$ cat config.mk
export PLATFORM = sky130hd
export DESIGN_NAME = i2c_stat_flags
export DESIGN_NICKNAME = d
export VERILOG_FILES = /design/src/rtl/i2c_stat_pkg.sv /design/src/rtl/i2c_stat_flag_cell.sv /design/src/rtl/i2c_stat_arm.sv /design/src/rtl/i2c_stat_irq.sv /design/src/rtl/i2c_stat_flags.sv
export SDC_FILE = /design/constraint.sdc
export NUM_CORES = 1
export LEC_CHECK = 0
export BUFFER_PORTS_ARGS = -buffer_cell sky130_fd_sc_hd__buf_2
export CORE_AREA = 5 5 42 44
export DETAILED_ROUTE_END_ITERATION = 8
export DIE_AREA = 0 0 47 49
export SYNTH_ARGS = -nofsm -noshare
export SYNTH_HDL_FRONTEND = slang
export SYNTH_SLANG_ARGS = --single-unit
$ cat constraint.sdc
create_clock -name clk -period 1.1 [get_ports clk]
set_input_delay 0.22 -clock clk [delete_from_list [all_inputs] [get_ports clk]]
set_output_delay 0.22 -clock clk [all_outputs]
set_load 0.01 [all_outputs]
$ cat src/rtl/i2c_stat_pkg.sv
package i2c_stat_pkg;
  localparam int unsigned NFLAG   = 4;
  localparam int unsigned IDX_SB  = 0;
  localparam int unsigned IDX_MSL = 1;
  localparam int unsigned IDX_ADR = 2;
  localparam int unsigned IDX_BTF = 3;
  // flags that may raise the interrupt
  localparam logic [NFLAG-1:0] IRQ_SRC_MASK = 4'b1101;
  typedef logic [NFLAG-1:0] flag_vec_t;
endpackage

$ cat src/rtl/i2c_stat_flag_cell.sv
module i2c_stat_flag_cell (
  input  logic clk,
  input  logic rst_n,
  input  logic kill,
  input  logic set,
  input  logic clr,
  output logic q
);
  logic q_q, q_d;

  always_comb begin
    q_d = q_q;
    if (kill)      q_d = 1'b0;
    else if (set)  q_d = 1'b1;
    else if (clr)  q_d = 1'b0;
  end

  always_ff @(posedge clk or negedge rst_n) begin
    if (!rst_n) q_q <= 1'b0;
    else        q_q <= q_d;
  end

  assign q = q_q;
endmodule

$ cat src/rtl/i2c_stat_arm.sv
module i2c_stat_arm (
  input  logic clk,
  input  logic rst_n,
  input  logic kill,
  input  logic rd_status,
  input  logic data_acc,
  output logic armed
);
  logic arm_q, arm_d;

  always_comb begin
    arm_d = arm_q;
    if (kill)           arm_d = 1'b0;
    else if (rd_status) arm_d = 1'b1;
    else if (data_acc)  arm_d = 1'b0;
  end

  always_ff @(posedge clk or negedge rst_n) begin
    if (!rst_n) arm_q <= 1'b0;
    else        arm_q <= arm_d;
  end

  assign armed = arm_q;
endmodule

$ cat src/rtl/i2c_stat_irq.sv
module i2c_stat_irq #(
  parameter int unsigned W = 4,
  parameter logic [W-1:0] SRC_MASK = '1
) (
  input  logic         clk,
  input  logic         rst_n,
  input  logic         irq_en,
  input  logic [W-1:0] pend,
  output logic         irq
);
  logic irq_q, irq_d;

  always_comb irq_d = irq_en & (|(pend & SRC_MASK));

  always_ff @(posedge clk or negedge rst_n) begin
    if (!rst_n) irq_q <= 1'b0;
    else        irq_q <= irq_d;
  end

  assign irq = irq_q;
endmodule

$ cat src/rtl/i2c_stat_flags.sv
module i2c_stat_flags
  import i2c_stat_pkg::*;
(
  input  logic             clk,
  input  logic             rst_n,
  input  logic             enable,
  input  logic             irq_en,
  input  logic             ack_en,
  input  logic             in_addr_phase,
  input  logic             start_req,
  input  logic             ev_start_done,
  input  logic             ev_stop,
  input  logic             ev_arb_lost,
  input  logic             ev_addr_match,
  input  logic             ev_gen_call,
  input  logic             ev_ack_tx,
  input  logic             ev_addr_done,
  input  logic             ev_ack_rx,
  input  logic             rd_status,
  input  logic             rd_data,
  input  logic             wr_data,
  output logic [NFLAG-1:0] status,
  output logic             scl_hold,
  output logic             irq
);
  logic      kill;
  logic      armed;
  flag_vec_t set_v, clr_v, flag_q;
  logic      btf_tx_set, btf_rx_set;
  logic      dir_rx_q, dir_rx_d;

  assign kill = ~enable;

  // byte-done sources per direction
  always_comb begin
    btf_tx_set = (ev_ack_tx & ~in_addr_phase) | ev_addr_done;
    btf_rx_set = ev_ack_rx & ack_en;
  end

  // set and clear requests per flag
  always_comb begin
    set_v          = '0;
    clr_v          = '0;
    set_v[IDX_SB]  = ev_start_done;
    clr_v[IDX_SB]  = armed & wr_data;
    set_v[IDX_MSL] = start_req;
    clr_v[IDX_MSL] = ev_stop | ev_arb_lost;
    set_v[IDX_ADR] = ev_addr_match | ev_gen_call;
    clr_v[IDX_ADR] = rd_status;
    set_v[IDX_BTF] = btf_tx_set | btf_rx_set;
    clr_v[IDX_BTF] = armed & (dir_rx_q ? rd_data : wr_data);
  end

  // direction of the pending byte-done flag
  always_comb begin
    dir_rx_d = dir_rx_q;
    if (kill)            dir_rx_d = 1'b0;
    else if (btf_rx_set) dir_rx_d = 1'b1;
    else if (btf_tx_set) dir_rx_d = 1'b0;
  end

  always_ff @(posedge clk or negedge rst_n) begin
    if (!rst_n) dir_rx_q <= 1'b0;
    else        dir_rx_q <= dir_rx_d;
  end

  i2c_stat_arm u_arm (
    .clk       (clk),
    .rst_n     (rst_n),
    .kill      (kill),
    .rd_status (rd_status),
    .data_acc  (rd_data | wr_data),
    .armed     (armed)
  );

  for (genvar g = 0; g < NFLAG; g++) begin : g_flag
    i2c_stat_flag_cell u_cell (
      .clk   (clk),
      .rst_n (rst_n),
      .kill  (kill),
      .set   (set_v[g]),
      .clr   (clr_v[g]),
      .q     (flag_q[g])
    );
  end

  i2c_stat_irq #(
    .W        (NFLAG),
    .SRC_MASK (IRQ_SRC_MASK)
  ) u_irq (
    .clk    (clk),
    .rst_n  (rst_n),
    .irq_en (irq_en),
    .pend   (flag_q),
    .irq    (irq)
  );

  assign status   = flag_q;
  assign scl_hold = flag_q[IDX_BTF] | flag_q[IDX_ADR];
endmodule

== Yosys cells after proc, flatten, opt, wreduce, memory -nomap -nowiden ==
Index checks and enable logic that the tools add are counted.
Word-level totals
  bits in registers: 7
  bits of input ports: 18
  output and inout bits: 6
  logic and storage cells: 45
Operators by class
  equal/unequal tests: 6
  muxes and demuxes: 19
  bitwise logic cells: 12
  reduce and logical (&&, ||, !) cells: 1
Operators with widths (count)
  $mux 1: 19
  $ne 3x1->1 const B: 6
  $or 1x1->1: 6
  $and 1x1->1: 5
  $reduce_or 3->1: 1
  $not 1->1: 1

== Longest topological paths before layout ==
Gate-level depths: netlist (run 1).
  depth after elaboration: 6
  depth in mapped cells: 3
  gate-level depth less buffers: 3

== Cells and area by module ==
From an unflattened synthesis (run 1), not the netlist that was laid out.
Second synthesis, totals
  cell total of the unflattened synthesis: 36
  area total of the unflattened synthesis: 367.9 µm²
By module, submodules not included
  i2c_stat_flag_cell: instances 4, cells an instance 4, area an instance 43.8 µm², sequential area each 25.0 µm²
  i2c_stat_flags: instances 1, cells an instance 14, area an instance 115.1 µm², sequential area each 25.0 µm²
  i2c_stat_arm: instances 1, cells an instance 4, area an instance 43.8 µm², sequential area each 25.0 µm²
  i2c_stat_irq: instances 1, cells an instance 2, area an instance 33.8 µm², sequential area each 25.0 µm²

== Least setup slack after synthesis (run 1) ==
No wires, ideal clock.
  path kind: register to register
  from: register g_flag[3].u_cell.q_q
  to: register u_irq.irq_q, in the netlist u_irq.irq
  setup time: 0.119 ns
  arrival time: 0.783 ns
  data required time: 0.981 ns
  slack: 0.198 ns
  cell stages (with the launch flop): 3
  path buffers: 0
  clock period less this slack: 0.902 ns
  cell sequence: dfrtp_1 -> or2_4 -> o21a_1
Between the ends
  cells in the longest elaborated chain, start to end: 2
RTL lines
  start, declared: RTL line i2c_stat_flag_cell.sv:9  | logic q_q, q_d;
  start signal, assigned: RTL line i2c_stat_flag_cell.sv:20  | else q_q <= q_d;
  $reduce_or 3->1: RTL line i2c_stat_irq.sv:13  | always_comb irq_d = irq_en & (|(pend & SRC_MASK));
  $and 1x1->1: RTL line i2c_stat_irq.sv:13
  net u_irq.irq_d: RTL line i2c_stat_irq.sv:11  | logic irq_q, irq_d;
  end signal, assigned: RTL line i2c_stat_irq.sv:17  | else irq_q <= irq_d;
  end, declared: RTL line i2c_stat_irq.sv:11
The timed path passes the listed nets, and every way through them passes these cells.
A chain may end at the register's enable or synchronous reset.

== Worst setup path after layout (run 1) ==
  from: register g_flag[2].u_cell.q_q
  to: output scl_hold
Between the ends
  cells in the longest elaborated chain, start to end: 1
RTL lines
  start, declared: RTL line i2c_stat_flag_cell.sv:9
  start signal, assigned: RTL line i2c_stat_flag_cell.sv:20
  $or 1x1->1: RTL line i2c_stat_flags.sv:99  | assign scl_hold = flag_q[IDX_BTF] | flag_q[IDX_ADR];
  end, declared: RTL line i2c_stat_flags.sv:23  | output logic scl_hold,
Every way passes these cells.

==> results of run 1 <==
## registers in the layout, summed over array words and instances, names as in the netlist
| name | flops |
|---|---|
| dir_rx_q | 1 |
| g_flag.u_cell.q | 4 |
| u_arm.armed | 1 |
| u_irq.irq | 1 |
## through the flow
step	TNS, ps	cell area (um^2)	total power, uW
5_1_grt	-203	523	686
2_1_floorplan	0	344	344
3_3_place_gp	0	449	391
4_1_cts	-115	519	646
6_report	-103	523	632
3_5_place_dp	0	449	391
## power by group
group          total [uW]  leakage (uW)  switching [uW]  internal, uW
clock                 224     0.0000150            85.6           138
combinational         124      0.000165            50.1          74.0
sequential            284     0.0000881            9.60           275
total                 632      0.000268             145           487
## logic make-up (layout without fill, tap and decap cells)
kind of cell / count (synthesis) / count (layout) / synth area share [%]
compound gates: 10 / 10 / 19.3
simple gates: 9 / 9 / 14.9
flops: 7 / 7 / 50.9
buf+inv: 7 / 33 / 12.0
mux: 1 / 1 / 2.91
## synth_stat cells
cell type and instances:
a211oi_1 2, a21boi_1 1, a21oi_1 3, and2_1 1, buf_4 4, dfrtp_1 7, inv_1 3, mux2i_1 1
nand2_1 1, nor2_1 2, nor2b_1 4, o21a_1 2, o21ai_0 1, o31a_1 1, or2_4 1
## final cells by class
cell class                      count  area (um^2)
Inverter                            3         11.3
Fill cell                         153          878
Timing Repair Buffer               26          163
Clock buffer                        4         26.3
Tap cell                           16         20.0
Sequential cell                     7          175
Multi-Input combinational cell     20          128
## worst max path at each step
| stage | from | endpoint | slack [ps] |
|---|---|---|---|
| after floorplan | g_flag[3].u_cell.q | u_irq.irq | 200 |
| after global placement | g_flag[3].u_cell.q | scl_hold | 130 |
| after detailed placement | g_flag[3].u_cell.q | scl_hold | 110 |
| after CTS | g_flag[3].u_cell.q | scl_hold | -110 |
| after global routing | g_flag[3].u_cell.q | scl_hold | -150 |
| final | g_flag[2].u_cell.q | scl_hold | -100 |
## metal layers
| metal | vias up | GRT usage, % | routed length, um |
|---|---|---|---|
| met5 | - | 0 | 0 |
| met4 | 0 | 4.15 | 0 |
| met3 | 0 | 4.43 | 70 |
| met2 | 17 | 9.50 | 359 |
| met1 | 143 | 9.89 | 325 |
| li1 | 164 | - | - |
## what timing repair did
item                       CTS  global route
cloned                       0             0
setup buffers                2             0
pin swaps                    0             0
hold endpoints to repair     7             0
hold buffers                 1             0
gates resized for setup      3             1
setup endpoints to repair    1             3
==> reports/metrics.csv, run 1 <==
stage;metric;value;unit
timing;fin crit period;1200;ps
timing;Hold Vio Cnt, Final;0;
timing;Setup Skew;5.62;ps
worst_hold_path;hold crit path type;in2reg;
floorplanning;die span in y;49;um
grt;initial antenna violation count;0;
clock_network;H-tree depth;1;
routing;Vias per Instance;4.26;
synth;share of the synthesized area in the top cell type;50.9;%
routing;DRC viols;0;
grt;Total Routing Usage GR;7.59;%
timing;fmax;831;MHz
floorplanning;Die Area;0.00230;mm^2
clock_network;total CTS buffers;3;
synth;post-synth cell types;15;
critical_path;Levels on crit path;2;
critical_path;R2R setup slack;140;ps
power;Max VDD drop;0.000539;V
synth;Yosys warning count;0;
power;Leakage;0.000268;uW
final_layout;most frequent cells in the layout;buf_2, dfrtp_1, nor2b_1, buf_6;
timing;hold slack;192;ps
placement;cell count after placement;69;
critical_path;top cell family by delay on the critical path;flip-flops;
critical_path;critical path endpoint category;output pin;
clock_network;CTS Sinks;7;
timing;RSZ-0062 raised after global routing;yes;
timing;Relative slew margins;85.2;%
critical_path;CP required;880;ps
floorplanning;# IOs;24;
clock_network;TritonCTS clock tree;done;
floorplanning;die width;47;um
routing;Initial DRC Count;3;
timing;Max Slew Vio Count;0;
critical_path;r2r startpoint;g_flag[2].u_cell.q;
floorplanning;row count;14;
critical_path;crit path max-delay cell type;dfrtp_1;
final_layout;Final #Nets;79;
critical_path;crit path buf inv count;1;
routing;Total Routed Length;755;um
final_layout;Layout Cells excl Fill;76;
floorplanning;starting density of the core;24.6;%
final_layout;area delta synth->final;52.0;%
final_layout;most common cell after layout, fill and taps aside;buf_2;
synth;Mapped Cells;34;
floorplanning;core area;0.00140;mm^2
clock_network;clk_lat worst skew;240;ps
routing;DR vias;324;
synth;synthesized net count;52;
grt;largest net degree at the start of global routing;8;
worst_hold_path;hold path startpoint;irq_en;
synth;largest cells by area after synthesis;dfrtp_1, buf_4, nor2b_1;
final_layout;final core utilization;37.3;%
placement;Placer Congestion;0.722;
placement;placed wire-length estimate;652;um
final_layout;share of layout cells above drive strength 1;48.3;%
final_layout;Ant. Diodes;0;
critical_path;slowest stage delay, CP;390;ps
outcome;failing checks;setup timing;
clock_network;CTS Buffer Depth;2;
worst_hold_path;Hold Path Cell Cnt;2;
power;power per cell area;1210;mW/mm^2
timing;final worst setup slack;-103;ps
placement;Port Buf Inserts;23;
routing;Routed WL per cell;9.93;um
critical_path;CP Max Fanout;2;
grt;first-pass GRT wire length;1230;um
synth;sequential area share after synthesis;50.9;%
timing;worst-margin pin slew;220;ps
timing;Final setup viols;1;
synth;Seq cells post-synth;7;
critical_path;RR Endpoint;g_flag[2].u_cell.q;
placement;worst slack, placed;110;ps
job;Max-Cap Viols;0;
grt;Overflow after GRT;0;
synth;post-synth top area cell;dfrtp_1;
clock_network;CTS clk-pin slew, worst paths;50;ps
critical_path;Critical Path Start Type;flip-flop;
critical_path;Worst Path Class, Setup;reg2out;
critical_path;worst path cell trace;or2_4 > buf_6;
clock_network;Root Driver;clkbuf_4;
synth;Mean Syn Cell Area;10.1;um^2
critical_path;Critical Path AT;980;ps
routing;drt first pass iters;2;
routing;post-route ant nets;0;
worst_hold_path;Hold EP;u_irq.irq;
timing;final worst-path cycle share;109;%
grt;vias in the first global route;309;
critical_path;worst r2r path cells;3;
synth;Synth Cell Area;344;um^2
outcome;status;finished, violations left;
Power figures use the tool's default switching activity.
==> run 2: changes to the inputs <==
--- a/config.mk
+++ b/config.mk
@@ -6,9 +6,12 @@
 export NUM_CORES = 1
 export LEC_CHECK = 0
 export BUFFER_PORTS_ARGS = -buffer_cell sky130_fd_sc_hd__buf_2
-export CORE_AREA = 5 5 42 44
+export CELL_PAD_IN_SITES_DETAIL_PLACEMENT = 1
+export CELL_PAD_IN_SITES_GLOBAL_PLACEMENT = 2
+export CORE_MARGIN = 5
+export CORE_UTILIZATION = 20
 export DETAILED_ROUTE_END_ITERATION = 8
-export DIE_AREA = 0 0 47 49
+export PLACE_DENSITY_LB_ADDON = 0.1
 export SYNTH_ARGS = -nofsm -noshare
 export SYNTH_HDL_FRONTEND = slang
 export SYNTH_SLANG_ARGS = --single-unit
==> run 2 against run 1 <==
Effect of this change: the flow still finishes with violations (setup timing); global-route usage up 1.6 points; largest power group unchanged; flip-flop and latch count unchanged; clock skew down 3.5 ps; fmax down 0.94%.
==> reports/metrics.csv, run 2 (same netlist as run 1, synthesis figures left out) <==
stage;metric;value;unit
outcome;status;finished, violations left;
outcome;failing checks;setup timing;
floorplanning;row count;15;
placement;Placer Congestion;0.680;
timing;Hold Vio Cnt, Final;0;
routing;DR vias;325;
floorplanning;die width;51.5;um
critical_path;critical path endpoint category;output pin;
power;Max VDD drop;0.000717;V
placement;placed wire-length estimate;854;um
floorplanning;core area;0.00169;mm^2
clock_network;clk_lat worst skew;250;ps
routing;DRC viols;0;
timing;worst-margin pin slew;204;ps
clock_network;Root Driver;clkbuf_4;
clock_network;CTS Sinks;7;
final_layout;max reg flops;4;
timing;final worst setup slack;-114;ps
clock_network;CTS clk-pin slew, worst paths;50;ps
final_layout;most frequent cells in the layout;buf_2, dfrtp_1, nor2b_1;
grt;initial antenna violation count;0;
job;Max-Cap Viols;0;
final_layout;final core utilization;30.7;%
final_layout;Filler cells;204;
critical_path;CP required;880;ps
power;Leakage;0.000266;uW
routing;Routed WL per cell;13.2;um
timing;final worst-path cycle share;110;%
floorplanning;die span in y;51.5;um
routing;Initial DRC Count;0;
final_layout;Final #Nets;79;
clock_network;TritonCTS clock tree;done;
grt;Total Routing Usage GR;9.15;%
floorplanning;# IOs;24;
final_layout;area delta synth->final;50.5;%
grt;first-pass GRT wire length;1640;um
final_layout;Layout Cells excl Fill;77;
critical_path;CP Max Fanout;2;
worst_hold_path;hold crit path type;in2reg;
timing;fmax;824;MHz
timing;Final setup viols;2;
timing;Relative slew margins;86.3;%
placement;worst slack, placed;125;ps
floorplanning;starting density of the core;20.4;%
routing;post-route ant nets;0;
routing;Vias per Instance;4.22;
floorplanning;Die Area;0.00265;mm^2
placement;Port Buf Inserts;23;
timing;Max Slew Vio Count;0;
placement;placed instance area;450;um^2
timing;fin crit period;1210;ps
grt;vias in the first global route;355;
grt;largest net degree at the start of global routing;8;
grt;Overflow after GRT;0;
timing;Setup Skew;2.17;ps
final_layout;Ant. Diodes;0;
final_layout;most common cell after layout, fill and taps aside;buf_2;
critical_path;Critical Path AT;990;ps
critical_path;Critical Path Start Type;flip-flop;
final_layout;share of layout cells above drive strength 1;48.3;%
clock_network;CTS Buffer Depth;2;
power;power per cell area;1240;mW/mm^2
timing;RSZ-0062 raised after global routing;yes;
routing;drt first pass iters;1;
clock_network;total CTS buffers;3;
clock_network;H-tree depth;1;
final_layout;Finished Cell Area;518;um^2
routing;Total Routed Length;1020;um
critical_path;Worst Path Class, Setup;reg2out;
placement;cell count after placement;70;
## run 2: worst max-delay path: stages (launching register included)
cell and delay [ps]:
dfrtp_1 370, or2_4 250, buf_6 120
## run 2: report_power, final
part | switching, uW | internal, uW | total, uW | leakage (uW)
sequential | 9.48 | 275 | 284 | 0.0000881
clock | 98.5 | 139 | 237 | 0.0000150
combinational | 51.5 | 70.5 | 122 | 0.000163
total | 159 | 484 | 643 | 0.000266
## run 2: final timing paths
kind                                     from  slack, ps                 end  cells after the start
hold / removal                         irq_en        180           u_irq.irq                      2
max in group asynchronous               rst_n        590            dir_rx_q                      2
hold reg to reg            g_flag[1].u_cell.q        520  g_flag[1].u_cell.q                      2
setup reg to reg           g_flag[2].u_cell.q         30  g_flag[2].u_cell.q                      4
min in group asynchronous               rst_n        340  g_flag[0].u_cell.q                      2
setup / recovery           g_flag[2].u_cell.q       -110            scl_hold                      2
## run 2: final cells by class
type                    instances  area [um^2]  area share [%]
repair buffers                 26          156            30.2
inverters                       3         11.3            2.17
flip-flops and latches          7          175            33.8
well taps                      17         21.3            4.11
multi-input cells              20          128            24.6
clock buffers                   4         26.3            5.07
## run 2: timing repair
action | in CTS | in global routing
hold buffers | 1 | 0
pin swaps | 1 | 0
resized for setup | 2 | 1
setup buffers | 1 | 1
hold endpoints to repair | 7 | 0
setup endpoints to repair | 1 | 2
## run 2: per-stage QoR
stage               hold WS, ps  power (uW)  TNS, ps
floorplan                 -75.6         344        0
global placement           66.3         391        0
CTS                         174         662     -139
global route                168         695     -304
finish                      182         643     -204
detailed placement         76.0         395        0
## run 2: layer usage
layer	track usage (%)	vias up	part of all wire, %
met3	6.71	0	10
met2	15.9	16	54
met1	8.85	147	35
met5	0	-	0
li1	-	162	-
met4	1.31	0	0
